===== src/rtl/kp_pkg.sv =====
package kp_pkg;
    typedef enum logic [1:0] {
        ST_SCAN     = 2'd0,
        ST_DEBOUNCE = 2'd1,
        ST_VALID    = 2'd2,
        ST_WAIT_REL = 2'd3
    } kp_state_e;
endpackage


===== src/rtl/kp_row_sync.sv =====
module kp_row_sync #(
    parameter int W      = 4,
    parameter int STAGES = 2
) (
    input  logic         clk,
    input  logic         rst,
    input  logic [W-1:0] d,
    output logic [W-1:0] q
);
    logic [W-1:0] stage_q [STAGES];

    for (genvar s = 0; s < STAGES; s++) begin : g_stage
        if (s == 0) begin : g_first
            always_ff @(posedge clk) begin
                if (rst) stage_q[s] <= '1;
                else     stage_q[s] <= d;
            end
        end else begin : g_next
            always_ff @(posedge clk) begin
                if (rst) stage_q[s] <= '1;
                else     stage_q[s] <= stage_q[s-1];
            end
        end
    end

    assign q = stage_q[STAGES-1];
endmodule


===== src/rtl/kp_col_drive.sv =====
module kp_col_drive #(
    parameter int COLS  = 4,
    parameter int COL_W = 2
) (
    input  logic [COL_W-1:0] col_idx,
    output logic [COLS-1:0]  col_n
);
    for (genvar c = 0; c < COLS; c++) begin : g_col
        assign col_n[c] = (col_idx != COL_W'(c));
    end
endmodule


===== src/rtl/kp_row_pick.sv =====
module kp_row_pick #(
    parameter int ROWS  = 4,
    parameter int ROW_W = 2
) (
    input  logic [ROWS-1:0]  rows_n,
    output logic             hit,
    output logic [ROW_W-1:0] row_idx
);
    always_comb begin
        hit     = 1'b0;
        row_idx = '0;
        for (int r = ROWS - 1; r >= 0; r--) begin
            if (!rows_n[r]) begin
                hit     = 1'b1;
                row_idx = ROW_W'(r);
            end
        end
    end
endmodule


===== src/rtl/keypad_scan_encoder.sv =====
module keypad_scan_encoder
    import kp_pkg::*;
#(
    parameter int ROWS           = 4,
    parameter int COLS           = 4,
    parameter int DEBOUNCE_TICKS = 3,
    parameter int SYNC_STAGES    = 2
) (
    input  logic                          clk,
    input  logic                          rst,
    input  logic                          scan_tick,
    input  logic [ROWS-1:0]               row_n,
    output logic [COLS-1:0]               col_n,
    output logic [$clog2(ROWS*COLS)-1:0]  key_code,
    output logic                          key_avail
);
    localparam int CODE_W = $clog2(ROWS * COLS);
    localparam int ROW_W  = (ROWS > 1) ? $clog2(ROWS) : 1;
    localparam int COL_W  = (COLS > 1) ? $clog2(COLS) : 1;
    localparam int CNT_W  = (DEBOUNCE_TICKS > 0) ? $clog2(DEBOUNCE_TICKS + 1) : 1;
    localparam logic [CNT_W-1:0] CNT_LAST =
        (DEBOUNCE_TICKS > 0) ? CNT_W'(DEBOUNCE_TICKS - 1) : '0;

    typedef struct packed {
        kp_state_e          state;
        logic [COL_W-1:0]   col;
        logic [ROW_W-1:0]   row;
        logic [CNT_W-1:0]   cnt;
        logic [CODE_W-1:0]  code;
        logic               avail;
    } scan_regs_t;

    localparam scan_regs_t REGS_RESET = '{
        state: ST_SCAN, col: '0, row: '0, cnt: '0, code: '0, avail: 1'b0
    };

    scan_regs_t         regs_d, regs_q;
    logic [ROWS-1:0]    rows_s;
    logic               row_hit;
    logic [ROW_W-1:0]   row_pick;
    logic               cand_open;
    logic [CODE_W-1:0]  code_here;

    kp_row_sync #(.W(ROWS), .STAGES(SYNC_STAGES)) u_sync (
        .clk (clk),
        .rst (rst),
        .d   (row_n),
        .q   (rows_s)
    );

    kp_row_pick #(.ROWS(ROWS), .ROW_W(ROW_W)) u_pick (
        .rows_n  (rows_s),
        .hit     (row_hit),
        .row_idx (row_pick)
    );

    kp_col_drive #(.COLS(COLS), .COL_W(COL_W)) u_cols (
        .col_idx (regs_q.col),
        .col_n   (col_n)
    );

    assign cand_open = rows_s[regs_q.row];

    always_comb begin
        code_here = CODE_W'(int'(row_pick) * COLS + int'(regs_q.col));
        if (regs_q.state != ST_SCAN)
            code_here = CODE_W'(int'(regs_q.row) * COLS + int'(regs_q.col));
    end

    always_comb begin
        regs_d = regs_q;
        if (scan_tick) begin
            unique case (regs_q.state)
                ST_SCAN: begin
                    if (row_hit) begin
                        regs_d.row = row_pick;
                        regs_d.cnt = '0;
                        if (DEBOUNCE_TICKS == 0) begin
                            regs_d.code  = code_here;
                            regs_d.avail = 1'b1;
                            regs_d.state = ST_VALID;
                        end else begin
                            regs_d.state = ST_DEBOUNCE;
                        end
                    end else if (regs_q.col == COL_W'(COLS - 1)) begin
                        regs_d.col = '0;
                    end else begin
                        regs_d.col = regs_q.col + 1'b1;
                    end
                end
                ST_DEBOUNCE: begin
                    if (cand_open) begin
                        regs_d.cnt   = '0;
                        regs_d.state = ST_SCAN;
                    end else if (regs_q.cnt == CNT_LAST) begin
                        regs_d.code  = code_here;
                        regs_d.avail = 1'b1;
                        regs_d.state = ST_VALID;
                    end else begin
                        regs_d.cnt = regs_q.cnt + 1'b1;
                    end
                end
                ST_VALID: begin
                    if (cand_open) begin
                        regs_d.avail = 1'b0;
                        regs_d.state = ST_WAIT_REL;
                    end
                end
                ST_WAIT_REL: begin
                    if (cand_open) regs_d.state = ST_SCAN;
                end
                default: regs_d = REGS_RESET;
            endcase
        end
        if (rst) regs_d = REGS_RESET;
    end

    always_ff @(posedge clk) begin
        regs_q <= regs_d;
    end

    assign key_code  = regs_q.code;
    assign key_avail = regs_q.avail;


    reset_clear_chk: assert property (@(posedge clk)
        $past(rst) |-> (!key_avail && key_code == '0));


    one_col_low_chk: assert property (@(posedge clk) disable iff (rst)
        $countones(~col_n) == 1);


    col_hold_no_tick_chk: assert property (@(posedge clk) disable iff (rst)
        !scan_tick |=> $stable(col_n));


    avail_rise_on_tick_chk: assert property (@(posedge clk) disable iff (rst)
        $rose(key_avail) |-> $past(scan_tick));


    code_hold_chk: assert property (@(posedge clk) disable iff (rst)
        (key_avail && $past(key_avail)) |-> $stable(key_code));


    col_freeze_chk: assert property (@(posedge clk) disable iff (rst)
        (key_avail && $past(key_avail)) |-> $stable(col_n));
endmodule


===== config.mk =====
export PLATFORM = sky130hd
export DESIGN_NAME = keypad_scan_encoder
export DESIGN_NICKNAME = d
export VERILOG_FILES = /design/src/rtl/kp_pkg.sv /design/src/rtl/kp_row_sync.sv /design/src/rtl/kp_col_drive.sv /design/src/rtl/kp_row_pick.sv /design/src/rtl/keypad_scan_encoder.sv
export SDC_FILE = /design/constraint.sdc
export NUM_CORES = 1
export LEC_CHECK = 0
export BUFFER_PORTS_ARGS = -buffer_cell sky130_fd_sc_hd__buf_2
export CAP_MARGIN = 20
export CORE_MARGIN = 5
export CORE_UTILIZATION = 40
export CTS_BUF_LIST = sky130_fd_sc_hd__clkbuf_4
export DETAILED_ROUTE_END_ITERATION = 10
export PLACE_DENSITY = 0.68
export SLEW_MARGIN = 10
export SYNTH_ARGS = -nofsm -noshare
export SYNTH_HDL_FRONTEND = slang
export SYNTH_HIERARCHICAL = 1
export SYNTH_SLANG_ARGS = --single-unit

===== constraint.sdc =====
create_clock -name clk -period 2.8 [get_ports clk]
set_input_delay 0.14 -clock clk [delete_from_list [all_inputs] [get_ports clk]]
set_output_delay 0.14 -clock clk [all_outputs]
set_load 0.01 [all_outputs]

### Word-level counts from Yosys, hierarchy flattened

Memories as Yosys holds them, arrays and structs flattened.
Cells that the tools add are included.

| storage, ports and cells | value |
|---|---|
| input port bits | 7 |
| memory bits (writable) | 8 |
| register bits | 13 |
| output and inout port bits | 9 |
| logic and storage cells | 73 |
| memories kept | 1 |

Memories:

| memory | depth | bits a word | rd ports | clocked after memory_dff | write ports | RTL line | text |
|---|---|---|---|---|---|---|---|
| u_sync.stage_q | 2 | 4 | 2 | 0 | 2 | kp_row_sync.sv:10 | `logic [W-1:0] stage_q [STAGES];` |

| operators by class | value |
|---|---|
| add/sub/neg operators | 4 |
| bitwise gates (word level) | 4 |
| multiplexer cells | 31 |
| magnitude comparators | 1 |
| eq/ne operators | 15 |
| reduce and logical (&&, ||, !) cells | 11 |

Operators by type and width:

| cell | count |
|---|---|
| 2-to-1 mux 2 bit | 13 |
| != test 2 bit (second input constant) | 7 |
| 2-to-1 mux 4 bit | 3 |
| 2-to-1 mux 1 bit | 11 |
| AND reduction 5 bit | 2 |
| adder 4 x 2 -> 4 bit | 2 |
| equality test 2 bit (second input constant) | 4 |
| case mux 2 bit (4 select lines) | 1 |
| AND reduction 4 bit | 2 |
| nonzero test 2 bit | 4 |
| != test 3 bit (second input constant) | 2 |
| AND reduction 3 bit | 2 |
| adder 2 x 1 -> 2 bit (second input constant) | 2 |
| case mux 2 bit (2 select lines) | 1 |
| < comparator 2 x 3 -> 1 bit (second input constant) | 1 |
| binary-select mux 1 bit (select 2 bit) | 1 |
| equality test 2 x 1 -> 1 bit (second input constant) | 1 |
| zero test 2 bit | 1 |
| != test 2 x 1 -> 1 bit (second input constant) | 1 |
| inverter 1 bit | 2 |
| bitwise OR 1 bit | 2 |
| case mux 1 bit (2 select lines) | 1 |

### Depth between registers and ports, before layout

Gate-level depths: netlist of run 1.
An unclocked memory read counts as a cell.

| logic depth | value |
|---|---|
| depth in word-level cells | 7 |
| mapped depth | 5 |
| gate-level depth less buffers | 5 |

### Modules after synthesis

Netlist of run 1, hierarchy kept.

Modules (own cells, without submodules):

| module | seq. area each (um2) | cells an instance | area each (um2) | instances |
|---|---|---|---|---|
| keypad_scan_encoder | 260.2 | 72 | 668.1 | 1 |
| kp_row_sync | 160.2 | 16 | 210.2 | 1 |
| kp_row_pick | 0.0 | 5 | 28.8 | 1 |
| kp_col_drive | 0.0 | 4 | 22.5 | 1 |

### Least setup slack after synthesis of run 1

No wires, ideal clock.

| timing | value |
|---|---|
| path type | reg2reg |
| start point | register regs_q[7] |
| end point | register regs_q[5] |
| path buffers | 0 |
| library setup time | 0.072 ns |
| stages on the path, launching flop included | 4 |
| setup slack | 1.223 ns |
| clock period less this slack | 1.577 ns |
| arrival time | 1.505 ns |
| cell sequence | dfxtp_1 mux4_2 or4_1 mux2i_1 |

| on the way | value |
|---|---|
| word-level cells in the longest chain between the ends | 4 |
| elaborated cells on any way between the ends | 6 |
| those cells by class | eq/ne (1); mux (4); reduce/logical (1) |

RTL lines:

| item | RTL line | text |
|---|---|---|
| start, declared | keypad_scan_encoder.sv:37 | `scan_regs_t regs_d, regs_q;` |
| start signal, assigned | keypad_scan_encoder.sv:119 | `regs_q <= regs_d;` |
| binary-select mux 1 bit (select 2 bit) (*) | keypad_scan_encoder.sv:62 | `assign cand_open = rows_s[regs_q.row];` |
| 2-to-1 mux 1 bit (implied by the code) (*) | keypad_scan_encoder.sv:62 |  |
| != test 3 bit (no source line) or 2-to-1 mux 2 bit (tied branches) | n/a |  |
| AND reduction 4 bit (no source line) or case mux 2 bit (2 select lines) (tied branches) | n/a |  |

Every way passes the cells marked *; elsewhere a longest branch is shown, timed or not. The select of a mux whose other input is x is not followed.
A chain may end at the register's enable or synchronous reset.

### Final worst setup path of run 1

| timing | value |
|---|---|
| start point | register regs_q[7] |
| end point | register regs_q[2] (netlist: key_code[1]) |

| on the way | value |
|---|---|
| word-level cells in the longest chain between the ends | 4 |

RTL lines:

| item | RTL line |
|---|---|
| binary-select mux 1 bit (select 2 bit) | keypad_scan_encoder.sv:62 |
| 2-to-1 mux 1 bit (implied by the code) | keypad_scan_encoder.sv:62 |
| inverter 1 bit (no source line) | n/a |
| AND reduction 4 bit (no source line) | n/a |

Every way passes these cells. The select of a mux whose other input is x is not followed.

==> results.cfg, run 1 <==
[clock_network]
cts_max_level = 1
cts_sinks = 21
clk_pin_slew_worst_paths_ns = 0.12
cts_made_buffers = 3
clk_latency_ns = 0.30
cts_setup_buffers = 0
cts_root_buf = clkbuf_4
cts_tree = built
clock_path_buffers = 2

[timing]
fmax_mhz = 578
hold_viol_final = 0
setup-violations-final = 0
finClkSkew_ns = 0.00494
final.setup.tns_ns = 0
period_share_pct = 61.8
worst_pin_slew_ns = 0.632
finalWorstSetupSlack_ns = 1.07
drv_slew = 0
slew_headroom_pct = 57.3
finalCriticalPeriod_ns = 1.73
grt_setup_unrepaired = false

[layout]
final_cell_mix = dfxtp_1 (21), buf_2 (15), nand2_1 (14), mux2i_1 (11), or2_1 (9)
layout_commonest_cell = dfxtp_1
utilization_pct = 47.1
layout-drive-gt1-share_pct = 20.0
multi_input_area_um2 = 449
n_antenna_cell = 0
final_net_count = 120
instances_no_fill = 138
area_growth_pct = 12.1
filler_cell_count = 231
seqCellArea_um2 = 420

[global_route]
grt.overflow.total = 0
grt_pass1_vias = 638
grt_pass1_wl_um = 2670
grt_max_degree = 19
grt_util_all_layers_pct = 10.2
antenna_found_initial = 0

[drt]
wl_um = 1700
vias = 704
drc = 0
wl_per_cell_um = 12.3
drt-pass1-iter-count = 4
post_drt_via_cell_ratio = 5.10
drt_iter0_drc = 19
detail-route-antenna-nets = 0

[synth]
synth_cells = 97
ys_warn_count = 6
synth_area_um2 = 930
synth_cell_types = 27
syn_nets = 106
yosys.area.top_type_share_pct = 45.2
ys_ff_latch = 21
avgSynthCellArea_um2 = 9.58
synthTopCellsByArea = dfxtp_1 (45%), mux2i_1 (12%), or2_1 (6.1%), nand2_1 (5.7%), buf_4 (3.2%)
netlist.top_cell.by_area = dfxtp_1
ys_seq_area_share_pct = 45.2

[outcome]
status = finished clean

[setup_path]
path_class = flop to flop
crit_arrival_ns = 1.96
end_kind = flop
crit_required_ns = 3.03
worst_setup_path_start_kind = flop
cp_max_fo = 8

[pwr]
irDropWorstVdd_mv = 0.336
leakagePower_nw = 0.397
p_per_area_nw_per_um2 = 498

[place]
placedCellCount = 132
numPortBuffers = 15
hpwl_um = 1200
dpl_worst_slack_ns = 1.08
place_congestion = 0.799

[die]
dieArea_um2 = 3390
rows = 17
io_pins = 16
core_area_um2 = 2210
start_util_pct = 42.0
die_h_um = 58.2
dieWidth_um = 58.2

[worst_hold_path]
min_path_type = input port to flop

[flow_run]
cap_violations = 0
-- cell type report --
| class | instances | area share (%) |
|---|---|---|
| clock buffer | 3 | 2.16 |
| clock inverter | 1 | 0.480 |
| inverter | 4 | 1.44 |
| multi-input combinational | 64 | 43.1 |
| sequential | 21 | 40.3 |
| tap | 28 | 3.36 |
| timing repair buffer | 17 | 9.12 |
-- cell families after synthesis --
kind of cell	after synthesis	share of synthesized area, %
muxes	12	14.3
buffers and inverters	12	6.46
and+or+nand+nor	41	23.7
DFF	21	45.2
adders and majority gates	2	2.69
AOI/OAI and AO/OA	9	7.67
-- registers in the layout, summed over array words and instances, names as in the netlist, named ones only --
register	cells
regs_q	7
key_avail	1
key_code	4
u_sync/stage_q	8
-- metrics by stage --
step                power, mW  hold WS [ns]  area [µm²]
detailed placement      0.381         0.321         995
CTS                     0.521       0.00439        1020
global placement        0.378         0.317         995
finish                  0.519       0.00943        1040
floorplan               0.363         0.237         930
global route            0.547       0.00315        1040
-- power by group --
| group | total [mW] | internal (mW) | switching, mW | leakage [nW] |
|---|---|---|---|---|
| combinational | 0.0580 | 0.0287 | 0.0293 | 0.208 |
| sequential | 0.318 | 0.308 | 0.00982 | 0.172 |
| clock | 0.142 | 0.0531 | 0.0893 | 0.0177 |
| total | 0.519 | 0.390 | 0.128 | 0.397 |
-- Yosys cell counts --
cell type  count
a21boi_1       1
nor4bb_1       1
o2111a_1       1
or2_2          1
nor4b_1        1
mux2i_1       11
buf_4          4
or4_1          2
nand2_1       14
inv_1          4
nand3_1        1
a41oi_1        1
ha_1           2
dfxtp_1       21
or2_1          9
clkbuf_1       4
o32ai_1        1
a311oi_1       1
nand2b_1       4
mux4_2         1
nor3_2         1
a21oi_1        1
a31oi_1        1
o21a_1         2
nor2b_1        1
nand4_1        1
nor2_1         5
-- critical path: stages, from the launching register on --
cell and delay [ns]:
dfxtp_1 0.39, mux4_2 0.61, nor3_2 0.43, mux2i_1 0.24
-- final timing paths --
path	startpoint	end	slack, ns	cells past startpoint
worst min register to register	u_sync/stage_q[0][3]	u_sync/stage_q[1][3]	0.42	1
worst max-delay path	regs_q[7]	key_code[1]	1.07	3
worst max register to register	regs_q[7]	key_code[1]	1.07	3
worst min-delay path	row_n[1]	u_sync/stage_q[0][1]	0.009	2
-- timing repair --
item,in CTS,in global routing
gates resized for setup,0,0
hold buffers,0,2
hold endpoints to repair,0,2
-- metal layers --
layer,track usage (%),up-vias,wire (µm)
met3,3.12,4,93
met2,16.9,22,794
met1,12.2,326,794
li1,-,352,-
met4,3.97,0,19
met5,0,-,0
No activity file was read; power rests on OpenSTA's default activity.
==> run 2: changes to the inputs <==
--- a/config.mk
+++ b/config.mk
@@ -11,7 +11,7 @@
 export CORE_UTILIZATION = 40
 export CTS_BUF_LIST = sky130_fd_sc_hd__clkbuf_4
 export DETAILED_ROUTE_END_ITERATION = 10
-export PLACE_DENSITY = 0.68
+export PLACE_DENSITY = 0.7
 export SLEW_MARGIN = 10
 export SYNTH_ARGS = -nofsm -noshare
 export SYNTH_HDL_FRONTEND = slang
==> constraint.sdc (replaced) <==
create_clock -name clk -period 1.5 [get_ports clk]
set_input_delay 0.075 -clock clk [delete_from_list [all_inputs] [get_ports clk]]
set_output_delay 0.075 -clock clk [all_outputs]
set_load 0.01 [all_outputs]
==> run 2 against run 1 <==
The flow now finishes with violations (negative setup slack). Fmax grew 8.2%. Sequential share of layout area decreased by 4.4 points. Cell count is 10% higher. Core utilization grew 6.4 points. Largest cell class unchanged.
==> results.cfg, run 2 (synthesized netlist as in run 1, its figures left out) <==
[setup_path]
cp_slowest_cell = mux4_2
worst_setup_path_start_kind = flop
reg2reg_from = regs_q[7]
critPathLaunch = regs_q[7]
cp_cell_sequence = mux4_2 -> or4_4 -> mux2i_1
path_class = flop to flop
slowest_delay_ns = 0.56
crit_arrival_ns = 1.84
crit_required_ns = 1.74
cp_max_fo = 5
end_kind = flop

[clock_network]
clock_path_buffers = 2
clk_pin_slew_worst_paths_ns = 0.11
cts_max_level = 1
cts_root_buf = clkbuf_4
cts_made_buffers = 3
cts_tree = built
cts_sinks = 21
clk_latency_ns = 0.30

[timing]
fin_hold_ws_ns = 0.0906
worst_pin_slew_ns = 0.365
final.setup.tns_ns = -0.323
hold_viol_final = 0
finalWorstSetupSlack_ns = -0.0997
finClkSkew_ns = 0.00562
finalCriticalPeriod_ns = 1.60
grt_setup_unrepaired = true
slew_headroom_pct = 75.7
setup-violations-final = 8
period_share_pct = 107
drv_slew = 0
fmax_mhz = 625

[layout]
filler_cell_count = 214
layout-drive-gt1-share_pct = 33.1
final_net_count = 134
instances_no_fill = 152
largest_reg_flops = 8
layout_commonest_cell = dfxtp_1
area_growth_pct = 27.5
final_area_um2 = 1180
final_cell_mix = dfxtp_1 (17), buf_2 (15), nand2_1 (14), buf_4 (12), mux2i_1 (11)
utilization_pct = 53.6
largest_register = u_sync/stage_q
n_antenna_cell = 0

[drt]
detail-route-antenna-nets = 0
drt_iter0_drc = 11
wl_per_cell_um = 11.5
drc = 0
vias = 733
post_drt_via_cell_ratio = 4.82
drt-pass1-iter-count = 4
wl_um = 1740

[die]
die_h_um = 58.2
start_util_pct = 42.0
dieArea_um2 = 3390
core_area_um2 = 2210
rows = 17
io_pins = 16
dieWidth_um = 58.2

[global_route]
grt_util_all_layers_pct = 11.4
antenna_found_initial = 0
grt_pass1_wl_um = 2920
grt.overflow.total = 0
grt_max_degree = 19
grt_pass1_vias = 684

[pwr]
swShare_pct = 23.7
irDropWorstVdd_mv = 0.692
seq_power_share_pct = 58.2
leakagePower_nw = 0.471
p_clk_share_pct = 27.9
intPower_mw = 0.778
p_per_area_nw_per_um2 = 861
power_mw = 1.02
p_comb_share_pct = 13.9
power.switching_mw = 0.242

[outcome]
violations = negative setup slack
status = complete, but fails checks

[place]
hpwl_um = 1190
place_congestion = 0.748
numPortBuffers = 15
place_area_um2 = 1060
dpl_worst_slack_ns = -0.104
placedCellCount = 141

[flow_run]
cap_violations = 0

[worst_hold_path]
min_path_type = input port to flop
hp-start = scan_tick
## run 2: timing repair
| item | CTS | global route |
|---|---|---|
| hold buffers | 4 | 0 |
| hold endpoints to repair | 4 | 0 |
| gates resized for setup | 0 | 7 |
| buffers inserted | 1 | 2 |
| endpoints found under the setup margin | 7 | 11 |
| pin swaps | 0 | 2 |
## run 2: power groups by stage
stage	combinational [mW]	clock, mW	sequential [mW]
2_1_floorplan	0.0762	0	0.602
3_3_place_gp	0.117	0	0.604
3_5_place_dp	0.121	0	0.605
4_1_cts	0.132	0.302	0.592
5_1_grt	0.158	0.314	0.597
6_report	0.142	0.284	0.594
## run 2: worst max-delay path, delay by kind of cell, from the launching register on
kind,cells,cell delay (ns)
mux,2,0.69
simple gates,1,0.49
flops,1,0.35
## run 2: path summary, 6_finish.rpt
check,cells after the start,slack [ns],to
setup / recovery,3,-0.1,regs_q[5]
hold / removal,2,0.09,flop
hold reg to reg,1,0.42,u_sync/stage_q[1][0]
setup reg to reg,3,-0.1,regs_q[5]
## run 2: area by class of cell
type	instances	area [µm²]	area share, %
inverters	4	15.0	1.27
well taps	28	35.0	2.96
repair buffers	31	205	17.3
clock buffers	4	30.0	2.53
multi-input cells	64	474	40.0
flip-flops and latches	21	425	35.9
## run 2: routing by layer
| layer | GRT usage (%) | up-vias | part of all wire [%] |
|---|---|---|---|
| met3 | 2.67 | 4 | 2.8 |
| met1 | 13.1 | 334 | 43 |
| met5 | 0 | - | 0 |
| li1 | - | 383 | - |
| met4 | 6.95 | 0 | 2.1 |
| met2 | 19.2 | 12 | 52 |
